===== src/rtl/px_blend_pkg.sv =====
package px_blend_pkg;
  parameter int DEF_CH_W   = 5;
  parameter int DEF_NUM_CH = 3;

  typedef enum logic [1:0] {
    BLEND_AVG = 2'd0,
    BLEND_ADD = 2'd1,
    BLEND_SUB = 2'd2,
    BLEND_QTR = 2'd3
  } blend_mode_e;
endpackage


===== src/rtl/px_blend_chan.sv =====
module px_blend_chan
  import px_blend_pkg::*;
#(
  parameter int CH_W = DEF_CH_W
) (
  input  logic [CH_W-1:0] fg_c,
  input  logic [CH_W-1:0] bg_c,
  input  blend_mode_e     mode,
  input  logic            en,
  output logic [CH_W-1:0] res_c
);
  localparam logic [CH_W-1:0] CH_MAX = {CH_W{1'b1}};

  logic [CH_W:0]   sum_full;
  logic [CH_W:0]   sum_qtr;
  logic [CH_W-1:0] mix;

  assign sum_full = {1'b0, bg_c} + {1'b0, fg_c};
  assign sum_qtr  = {1'b0, bg_c} + {3'b000, fg_c[CH_W-1:2]};

  always_comb begin
    unique case (mode)
      BLEND_AVG: mix = sum_full[CH_W:1];
      BLEND_ADD: mix = sum_full[CH_W] ? CH_MAX : sum_full[CH_W-1:0];
      BLEND_SUB: mix = (bg_c < fg_c) ? '0 : (bg_c - fg_c);
      BLEND_QTR: mix = sum_qtr[CH_W] ? CH_MAX : sum_qtr[CH_W-1:0];
      default:   mix = fg_c;
    endcase
  end

  assign res_c = en ? mix : fg_c;
endmodule


===== src/rtl/px_mask_gate.sv =====
module px_mask_gate (
  input  logic valid,
  input  logic fg_msk,
  input  logic bg_msk,
  input  logic chk,
  input  logic set,
  output logic we,
  output logic msk_out
);
  assign we      = valid & ~(chk & bg_msk);
  assign msk_out = fg_msk | set;
endmodule


===== src/rtl/px_blend_unit.sv =====
module px_blend_unit
  import px_blend_pkg::*;
#(
  parameter int CH_W   = DEF_CH_W,
  parameter int NUM_CH = DEF_NUM_CH
) (
  input  logic                   clk,
  input  logic                   rst,
  input  logic                   in_valid,
  input  logic [CH_W*NUM_CH:0]   fg_px,
  input  logic [CH_W*NUM_CH:0]   bg_px,
  input  logic                   blend_en,
  input  logic [1:0]             blend_mode,
  input  logic                   mask_chk,
  input  logic                   mask_set,
  output logic                   out_valid,
  output logic [CH_W*NUM_CH:0]   out_px,
  output logic                   out_we
);
  localparam int RGB_W = CH_W * NUM_CH;
  localparam int MSB   = RGB_W;

  blend_mode_e      mode_q;
  logic [RGB_W-1:0] rgb_mix;
  logic             we_d;
  logic             msk_d;

  assign mode_q = blend_mode_e'(blend_mode);

  for (genvar gi = 0; gi < NUM_CH; gi++) begin : g_chan
    px_blend_chan #(.CH_W(CH_W)) u_chan (
      .fg_c  (fg_px[gi*CH_W +: CH_W]),
      .bg_c  (bg_px[gi*CH_W +: CH_W]),
      .mode  (mode_q),
      .en    (blend_en),
      .res_c (rgb_mix[gi*CH_W +: CH_W])
    );
  end

  px_mask_gate u_gate (
    .valid   (in_valid),
    .fg_msk  (fg_px[MSB]),
    .bg_msk  (bg_px[MSB]),
    .chk     (mask_chk),
    .set     (mask_set),
    .we      (we_d),
    .msk_out (msk_d)
  );

  always_ff @(posedge clk) begin
    if (rst) begin
      out_valid <= 1'b0;
      out_we    <= 1'b0;
      out_px    <= '0;
    end else begin
      out_valid <= in_valid;
      out_we    <= we_d;
      if (in_valid) out_px <= {msk_d, rgb_mix};
    end
  end
endmodule


===== config.mk =====
export PLATFORM = sky130hd
export DESIGN_NAME = px_blend_unit
export DESIGN_NICKNAME = d
export VERILOG_FILES = /design/src/rtl/px_blend_pkg.sv /design/src/rtl/px_blend_chan.sv /design/src/rtl/px_mask_gate.sv /design/src/rtl/px_blend_unit.sv
export SDC_FILE = /design/constraint.sdc
export NUM_CORES = 1
export LEC_CHECK = 0
export BUFFER_PORTS_ARGS = -buffer_cell sky130_fd_sc_hd__clkbuf_2
export CORE_ASPECT_RATIO = 2
export CORE_MARGIN = 4
export CORE_UTILIZATION = 57
export DETAILED_ROUTE_END_ITERATION = 10
export PLACE_DENSITY = 0.82
export REMOVE_ABC_BUFFERS = 1
export SYNTH_ARGS = -nofsm -noshare
export SYNTH_HDL_FRONTEND = slang
export SYNTH_SLANG_ARGS = --single-unit

===== constraint.sdc =====
create_clock -name clk -period 2.4 [get_ports clk]
set_input_delay 0.48 -clock clk [delete_from_list [all_inputs] [get_ports clk]]
set_output_delay 0.48 -clock clk [all_outputs]
set_load 0.02 [all_outputs]

==> metrics.txt, run 1 <==
status=finished, final reports clean; Resize count post-CTS=0; total grt overflow=0; # nets final=543; Worst VDD drop=331 uV; cts hold-fix bufs=0; first-pass GRT wire length=between 15000 and 20000 um; Reg clk slew, reported paths=0.08 ns; Die H=~110 um; top_reg_cell synth=dfxtp_1; startpoint type of the worst setup path=primary input; Post-CTS Repair Setup Buffers=0; hold slack=0.389 ns; max-slew violations=0; Inserted Diodes=0; CTS Sinks=18; CP bufs+invs=2; cell count along the critical path=9; fraction of registers with async set/reset=0%; PwrDens=roughly 380 nW/um2; Initial Util=59.3%; CP delay by family, top=compound AO/OA/AOI/OAI gates; Setup crit end kind=register; CORE AREA=roughly 5000 um2; Post-Syn Area per Cell=roughly 7.4 um2; CTS H-tree depth=1; total power=between 1 and 1.5 mW; synthesized area=about 2900 um2; Worst Tran Pin Value=0.485 ns; hold path cells=2; vias=between 3000 and 4000; #FFs+latches synth=18; slowest stage delay, CP=0.33 ns; CTS tree=yes; Die Area=~6400 um2; Routed Antenna Nets=0; Max clock buf depth=2; worst-path cell chain=clkbuf_2 -> inv_1 -> ha_1 -> nor2b_1 -> o21a_1 -> or3_1 -> a21oi_2 -> a21oi_1 -> o32a_1; Synth Warn #=0; Starting DRT DRC Count=159; Worst Path Arrival=2.34 ns; Setup Viol. Count Final=0; DRC=0; R2R depth=3; Detailed Routing Iterations Pass 1=5; Chip Width=58.5 um; port bufs=57; Critical Path Fanout Max=4; CTS buffer count=3; RSZ-0062 raised after global routing=no; root buffer cell=clkbuf_8; setup TNS=0 ns; mean number of vias per cell=between 6 and 7; Hold Crit Class=in2reg; layout cells sized above 1=19.9%; Max-Cap Viols=0; io pins=58; crit path time final=around 2.2 ns; final hold viol count=0; Netlist cell types=58; WS Path Type=in2reg; antenna violations before repair=0; Max-slew headroom=between 60 and 70%; Worst Skew=0 ns; wirelength, routed=9570 um; WL/cell=18.8 um; P&R area growth vs syn=16.0%; DPL Wire Length=7810 um; RD Place Congestion=0.954; final period utilization=90.6%; Clock Latency Late Sink=0.27 ns; leakage=approximately 1.6 nW; number of global-route vias before repair=3358; Synth Instances=approximately 390; Fmax=460 MHz; pin count of the biggest net entering global routing=29; WP data required=2.56 ns; gr usage total=31.2%; EDFF count, synth=0; highest-delay cell along the critical path=or3_1; sequential area share after synthesis=12.4%; FP Rows=36
## per-layer routing
| layer | part of all wire, % | GRT usage (%) |
|---|---|---|
| met3 | 7.5 | 4.74 |
| met1 | 32 | 28.5 |
| met5 | 0 | 0 |
| met4 | 8.2 | 28.9 |
| met2 | 52 | 55.8 |
## synth_stat cells, types with 7 or more instances
cell | count | area [um2]
o21ai_0 | 33 | 165
a31oi_1 | 9 | 56.3
inv_1 | 43 | 161
xnor2_1 | 11 | 96.3
fa_1 | 9 | 180
ha_1 | 39 | 488
dfxtp_1 | 18 | 360
nor2b_1 | 8 | 50.1
nor3_1 | 10 | 50.1
nand2_1 | 18 | 67.6
nor2_1 | 35 | 131
a21oi_1 | 40 | 200
or3_1 | 7 | 43.8
a211oi_1 | 8 | 60.1
clkbuf_1 | 16 | 60.1
## sequential cells by signal, indices dropped and copies added, names as in the netlist
name       count
out_px        16
out_valid      1
out_we         1
## final cells by class
| cell class | instances | area (um2) |
|---|---|---|
| clock buffers | 3 | 41.3 |
| flip-flops and latches | 18 | 360 |
| repair buffers | 77 | 435 |
| inverters | 43 | 161 |
| well taps | 57 | 71.3 |
| fillers | 442 | 1530 |
| multi-input cells | 312 | 2310 |
## cells in the final DEF (no fill, tap or decap), drive strengths merged, types with 3 or more instances in the layout
master   count
xnor2       11
a2111oi      4
a311oi       3
dfxtp       18
nor3        10
xor2         5
o21ai       33
a21o         6
o31a         3
clkbuf      60
inv         43
a211oi       8
o21bai       4
nand2       18
o211ai       4
nand3        3
nand2b       6
and2         3
o31ai        4
or3          8
nor2b        8
ha          39
a211o        3
nor2        35
a21oi       41
o221a        3
buf         20
a31oi        9
fa           9
o221ai       5
## path summary, 6_finish.rpt
path / from / endpoint / slack [ns]
setup / recovery: fg_px[11] / out_px[12] / 0.22
hold / removal: bg_px[15] / out_we / 0.39
setup reg to reg: out_px[14] / out_px[14] / 1.42
hold reg to reg: out_px[9] / out_px[9] / 0.48
## kinds of logic (layout without fill, tap and decap cells)
logic type / Yosys count / count (layout) / share of synthesized area, %
flops: 18 / 18 / 12.4
simple gates: 98 / 98 / 16.7
compound gates: 150 / 150 / 34.8
xor+xnor: 16 / 16 / 4.82
fa+ha+maj: 48 / 48 / 23.0
buf+inv: 62 / 123 / 8.34
## power by group
part | total, mW | switching [mW] | leakage, nW | internal (mW)
Combinational | 0.700 | 0.418 | 1.42 | 0.282
Clock | 0.227 | 0.115 | 0.0216 | 0.112
Sequential | 0.339 | 0.0141 | 0.149 | 0.325
## through the flow
step,worst slack [ns],std cells,instance area (um2),utilization [%]
floorplan,0.202,373,2830,-
global placement,-0.0109,507,3330,67.9
detailed placement,-0.0400,507,3330,67.9
CTS,0.226,510,3380,68.8
global route,0.0719,510,3380,68.8
finish,0.225,510,3380,68.8
Note: power is estimated with default switching activity, not from simulation.
==> run 2, diff against run 1 <==
--- a/config.mk
+++ b/config.mk
@@ -7,10 +7,9 @@
 export LEC_CHECK = 0
 export BUFFER_PORTS_ARGS = -buffer_cell sky130_fd_sc_hd__clkbuf_2
 export CORE_ASPECT_RATIO = 2
-export CORE_MARGIN = 4
-export CORE_UTILIZATION = 57
+export CORE_MARGIN = 3
+export CORE_UTILIZATION = 35
 export DETAILED_ROUTE_END_ITERATION = 10
-export PLACE_DENSITY = 0.82
 export REMOVE_ABC_BUFFERS = 1
 export SYNTH_ARGS = -nofsm -noshare
 export SYNTH_HDL_FRONTEND = slang
==> metrics.txt, run 2 (synthesized netlist as in run 1, its figures left out) <==
status=finished, final reports clean; mean number of vias per cell=5.75; worst reg2reg endpoint=out_px[14]; Top Registers=out_px x16, out_valid x1, out_we x1; met1 Usage GRT=20.7%; io pins=just under 60; Worst Tran Pin Value=around 0.47 ns; crit path time final=2.25 ns; grt met2 use=41.1%; hold path cells=2; cts hold-fix bufs=0; Clock Latency Late Sink=0.26 ns; Die H=135 um; PwrDens=415 nW/um2; final period utilization=93.8%; highest-delay cell along the critical path=fa_1; GR peak layer=met2; R2R depth=3; Reg clk slew, reported paths=0.06 ns; Worst VDD drop=218 uV; Register Area=360 um2; DRC=0; root buffer cell=clkbuf_16; CTS buffer count=3; number of global-route vias before repair=roughly 3200; Placed Area=around 3400 um2; slowest stage delay, CP=0.40 ns; Fmax=444 MHz; vias=3155; # nets final=542; final hold viol count=0; wirelength, routed=10000 um; Setup crit end kind=register; multi-input logic area=roughly 2300 um2; CTS tree=yes; total grt overflow=0; Post-CTS Repair Setup Buffers=0; WP data required=between 2 and 3 ns; CTS H-tree depth=1; Inserted Diodes=0; first-pass GRT wire length=15700 um; Final Core Density=43.3%; fin area=3460 um2; startpoint type of the worst setup path=primary input; WL/cell=approximately 18 um; DPL Wire Length=~8300 um; CORE AREA=about 8000 um2; worst-path cell chain=clkbuf_2 -> ha_1 -> inv_1 -> fa_1 -> o21bai_1 -> nand2_1 -> a311oi_1 -> nor3_1 -> a2111oi_2; Critical Path Fanout Max=4; leakage=1.61 nW; Resize count post-CTS=0; Chip Width=70.5 um; pin count of the biggest net entering global routing=29; Worst Skew=0 ns; Largest register FFs=16; reg2reg start=out_px[14]; Max clock buf depth=2; Max-slew headroom=68.0%; Most flops, register=out_px; max-slew violations=0; WS Path Type=in2reg; Worst Path Arrival=2.41 ns; FP Rows=46; Max-Cap Viols=0; Hold Crit Class=in2reg; Routed Antenna Nets=0; Setup Viol. Count Final=0; port bufs=57; commonest non-fill, non-tap cells in the layout=57 x clkbuf_2, 43 x inv_1, 40 x a21oi_1; CTS Sinks=18; gr usage total=a little over a fifth; layout cells sized above 1=19.9%; DP Worst Slack=-0.109 ns; worst hold start=bg_px[15]; GRT met3 Usage=between 2 and 2.5%; Initial Util=36.4%; reg2reg setup slack=1.38 ns; Starting DRT DRC Count=185; P&R area growth vs syn=19.1%; setup TNS=0 ns; antenna violations before repair=0; RD Place Congestion=0.927; min setup slack post-route=about 0.15 ns; commonest non-fill, non-tap cell in the layout=clkbuf_2; RSZ-0062 raised after global routing=no; fill count=841; Die Area=9510 um2; Detailed Routing Iterations Pass 1=5; Hold EP=out_we
## run 2: final cells by class
class,instances,share of cell area (%)
Tap cell,96,3.47
Sequential cell,18,10.4
Multi-Input combinational cell,312,66.6
Clock buffer,4,2.56
Timing Repair Buffer,76,12.4
Inverter,43,4.66
## run 2: metal layers
metal	vias to the layer above	wire length (um)
li1	1539	-
met1	1482	3520
met2	104	5630
met3	30	404
met4	0	462
met5	-	0
## run 2: worst max path at each step
stage,startpoint,end,slack [ns],depth (start not counted)
6_report,fg_px[0],out_px[4],0.15,9
5_1_grt,fg_px[0],out_px[4],0.01,9
4_1_cts,fg_px[0],out_px[4],0.15,9
3_5_place_dp,fg_px[0],out_px[4],-0.11,9
3_3_place_gp,fg_px[0],out_px[4],-0.11,9
2_1_floorplan,fg_px[2],out_px[3],0.20,8
## run 2: stage by stage
stage,std cells,hold WS [ns],power (mW)
after floorplan,373,0.549,0.776
after CTS,549,0.430,1.44
after detailed placement,545,0.472,1.04
after global routing,549,0.442,1.52
final,549,0.432,1.44
after global placement,545,0.473,1.03
## run 2: report_power, final
group / leakage (nW) / internal (mW) / switching (mW)
registers: 0.149 / 0.325 / 0.0155
logic: 1.42 / 0.282 / 0.417
clock network: 0.0442 / 0.255 / 0.143
total: 1.61 / 0.862 / 0.576
## run 2: critical path, delay by kind of cell
kind	cells	cell delay (ns)
buffers and inverters	2	0.19
and+or+nand+nor	2	0.22
adders and majority gates	2	0.61
AOI/OAI and AO/OA	3	0.90
==> run 3, diff against run 2 <==
--- a/config.mk
+++ b/config.mk
@@ -10,6 +10,7 @@
 export CORE_MARGIN = 3
 export CORE_UTILIZATION = 35
 export DETAILED_ROUTE_END_ITERATION = 10
+export PLACE_DENSITY = 0.66
 export REMOVE_ABC_BUFFERS = 1
 export SYNTH_ARGS = -nofsm -noshare
 export SYNTH_HDL_FRONTEND = slang
==> metrics.txt, run 3 (synthesized netlist as in run 1, its figures left out) <==
status=finished, final reports clean; Top Registers=out_px x16, out_valid x1, out_we x1; startpoint type of the worst setup path=primary input; Routed Antenna Nets=0; layout cells sized above 1=between 20% and 30%; RSZ-0062 raised after global routing=no; multi-input logic area=between 2000 and 2500 um2; CTS H-tree depth=1; Clock Latency Late Sink=0.25 ns; DRC=0; Switch Pwr=about 550 uW; wirelength, routed=9490 um; max-slew violations=0; crit path time final=about 2.2 ns; vias=3204; reg2reg start=out_px[14]; Max-slew headroom=74.2%; final hold viol count=0; reg2reg setup slack=1.42 ns; commonest non-fill, non-tap cell in the layout=clkbuf_2; hold slack=0.456 ns; Placed Area=3380 um2; Worst Path Arrival=2.37 ns; Switching Fraction=39.1%; Inserted Diodes=0; root buffer cell=clkbuf_16; Register Area=about 360 um2; Fmax=451 MHz; commonest non-fill, non-tap cells in the layout=57 x clkbuf_2, 43 x inv_1, 40 x a21oi_1; Setup crit end kind=register; Die H=135 um; Final Core Density=43.4%; antenna violations before repair=0; leakage=1.62 nW; Resize count post-CTS=0; WL/cell=17.3 um; CTS buffer count=3; worst reg2reg endpoint=out_px[14]; Starting DRT DRC Count=180; total power=roughly 1.4 mW; min setup slack post-route=0.180 ns; Post-CTS Repair Setup Buffers=0; pin count of the biggest net entering global routing=22; fin cells=between 500 and 600; WP data required=between 2 and 3 ns; number of global-route vias before repair=3287; # nets final=543; total grt overflow=0; Reg clk slew, reported paths=0.06 ns; Largest register FFs=16; fill count=816; DPL Wire Length=7950 um; DP Worst Slack=-0.0526 ns; fin area=approximately 3500 um2; Int Power=861 uW; Chip Width=70.5 um; Worst Skew=0 ns; R2R depth=3; CP startpoint=fg_px[0]; RD Place Congestion=0.927; CORE AREA=~8000 um2; Most flops, register=out_px; first-pass GRT wire length=15400 um; P&R area growth vs syn=19.4%; Placed Cells=546; final period utilization=92.5%; sequential power share=24.1%; Max clock buf depth=2; Max-Cap Viols=0; gr usage total=20.1%; cts hold-fix bufs=0; Detailed Routing Iterations Pass 1=5; clock share of power=26.8%; port bufs=57; WS Path Type=in2reg; Hold Crit Class=in2reg; io pins=58; FP Rows=46; PwrDens=407 nW/um2; setup TNS=0 ns; Critical Path Fanout Max=4; Comb pwr share=49.1%; Setup Viol. Count Final=0; hold path cells=2; worst hold start=bg_px[15]; CTS Sinks=18; Die Area=9510 um2; CTS tree=yes; Initial Util=between 30% and 40%; mean number of vias per cell=5.83; Worst Tran Pin Value=0.377 ns; Hold EP=out_we; Worst VDD drop=235 uV
run 3: changes by cell type in the layout (fill, tap and decap cells not counted), sizes merged:
cell	change
buf	+1
run 3: area by class of cell:
| type | instances | share of cell area, % |
|---|---|---|
| Multi-Input combinational cell | 312 | 66.4 |
| Inverter | 43 | 4.65 |
| Sequential cell | 18 | 10.4 |
| Timing Repair Buffer | 77 | 12.5 |
| Clock buffer | 4 | 2.56 |
| Tap cell | 96 | 3.46 |
run 3: power groups by stage:
| stage | sequential [mW] | clock (mW) | combinational (mW) |
|---|---|---|---|
| 2_1_floorplan | 0.376 | 0 | 0.400 |
| 3_3_place_gp | 0.347 | 0 | 0.676 |
| 3_5_place_dp | 0.346 | 0 | 0.687 |
| 4_1_cts | 0.340 | 0.385 | 0.692 |
| 5_1_grt | 0.343 | 0.399 | 0.770 |
| 6_report | 0.341 | 0.380 | 0.694 |
run 3: worst max-delay path by stage:
stage / end / cells past startpoint / slack, ns
5_1_grt: out_px[4] / 9 / 0.01
3_3_place_gp: out_px[4] / 9 / -0.04
4_1_cts: out_px[4] / 9 / 0.20
3_5_place_dp: out_px[4] / 9 / -0.05
2_1_floorplan: out_px[3] / 8 / 0.20
6_report: out_px[4] / 9 / 0.18
run 3: worst max-delay path: stages:
cell,delay [ns]
clkbuf_2,0.13
ha_1,0.21
inv_1,0.07
fa_1,0.41
o21bai_1,0.22
nand2_1,0.10
a311oi_1,0.30
nor3_1,0.11
a2111oi_2,0.34
run 3: layer usage:
| metal | GRT usage [%] | vias to the layer above | routed length (um) |
|---|---|---|---|
| met5 | 0 | - | 0 |
| met4 | 14.0 | 0 | 643 |
| met3 | 2.01 | 44 | 340 |
| met2 | 38.5 | 108 | 5100 |
| met1 | 19.4 | 1501 | 3410 |
| li1 | - | 1551 | - |
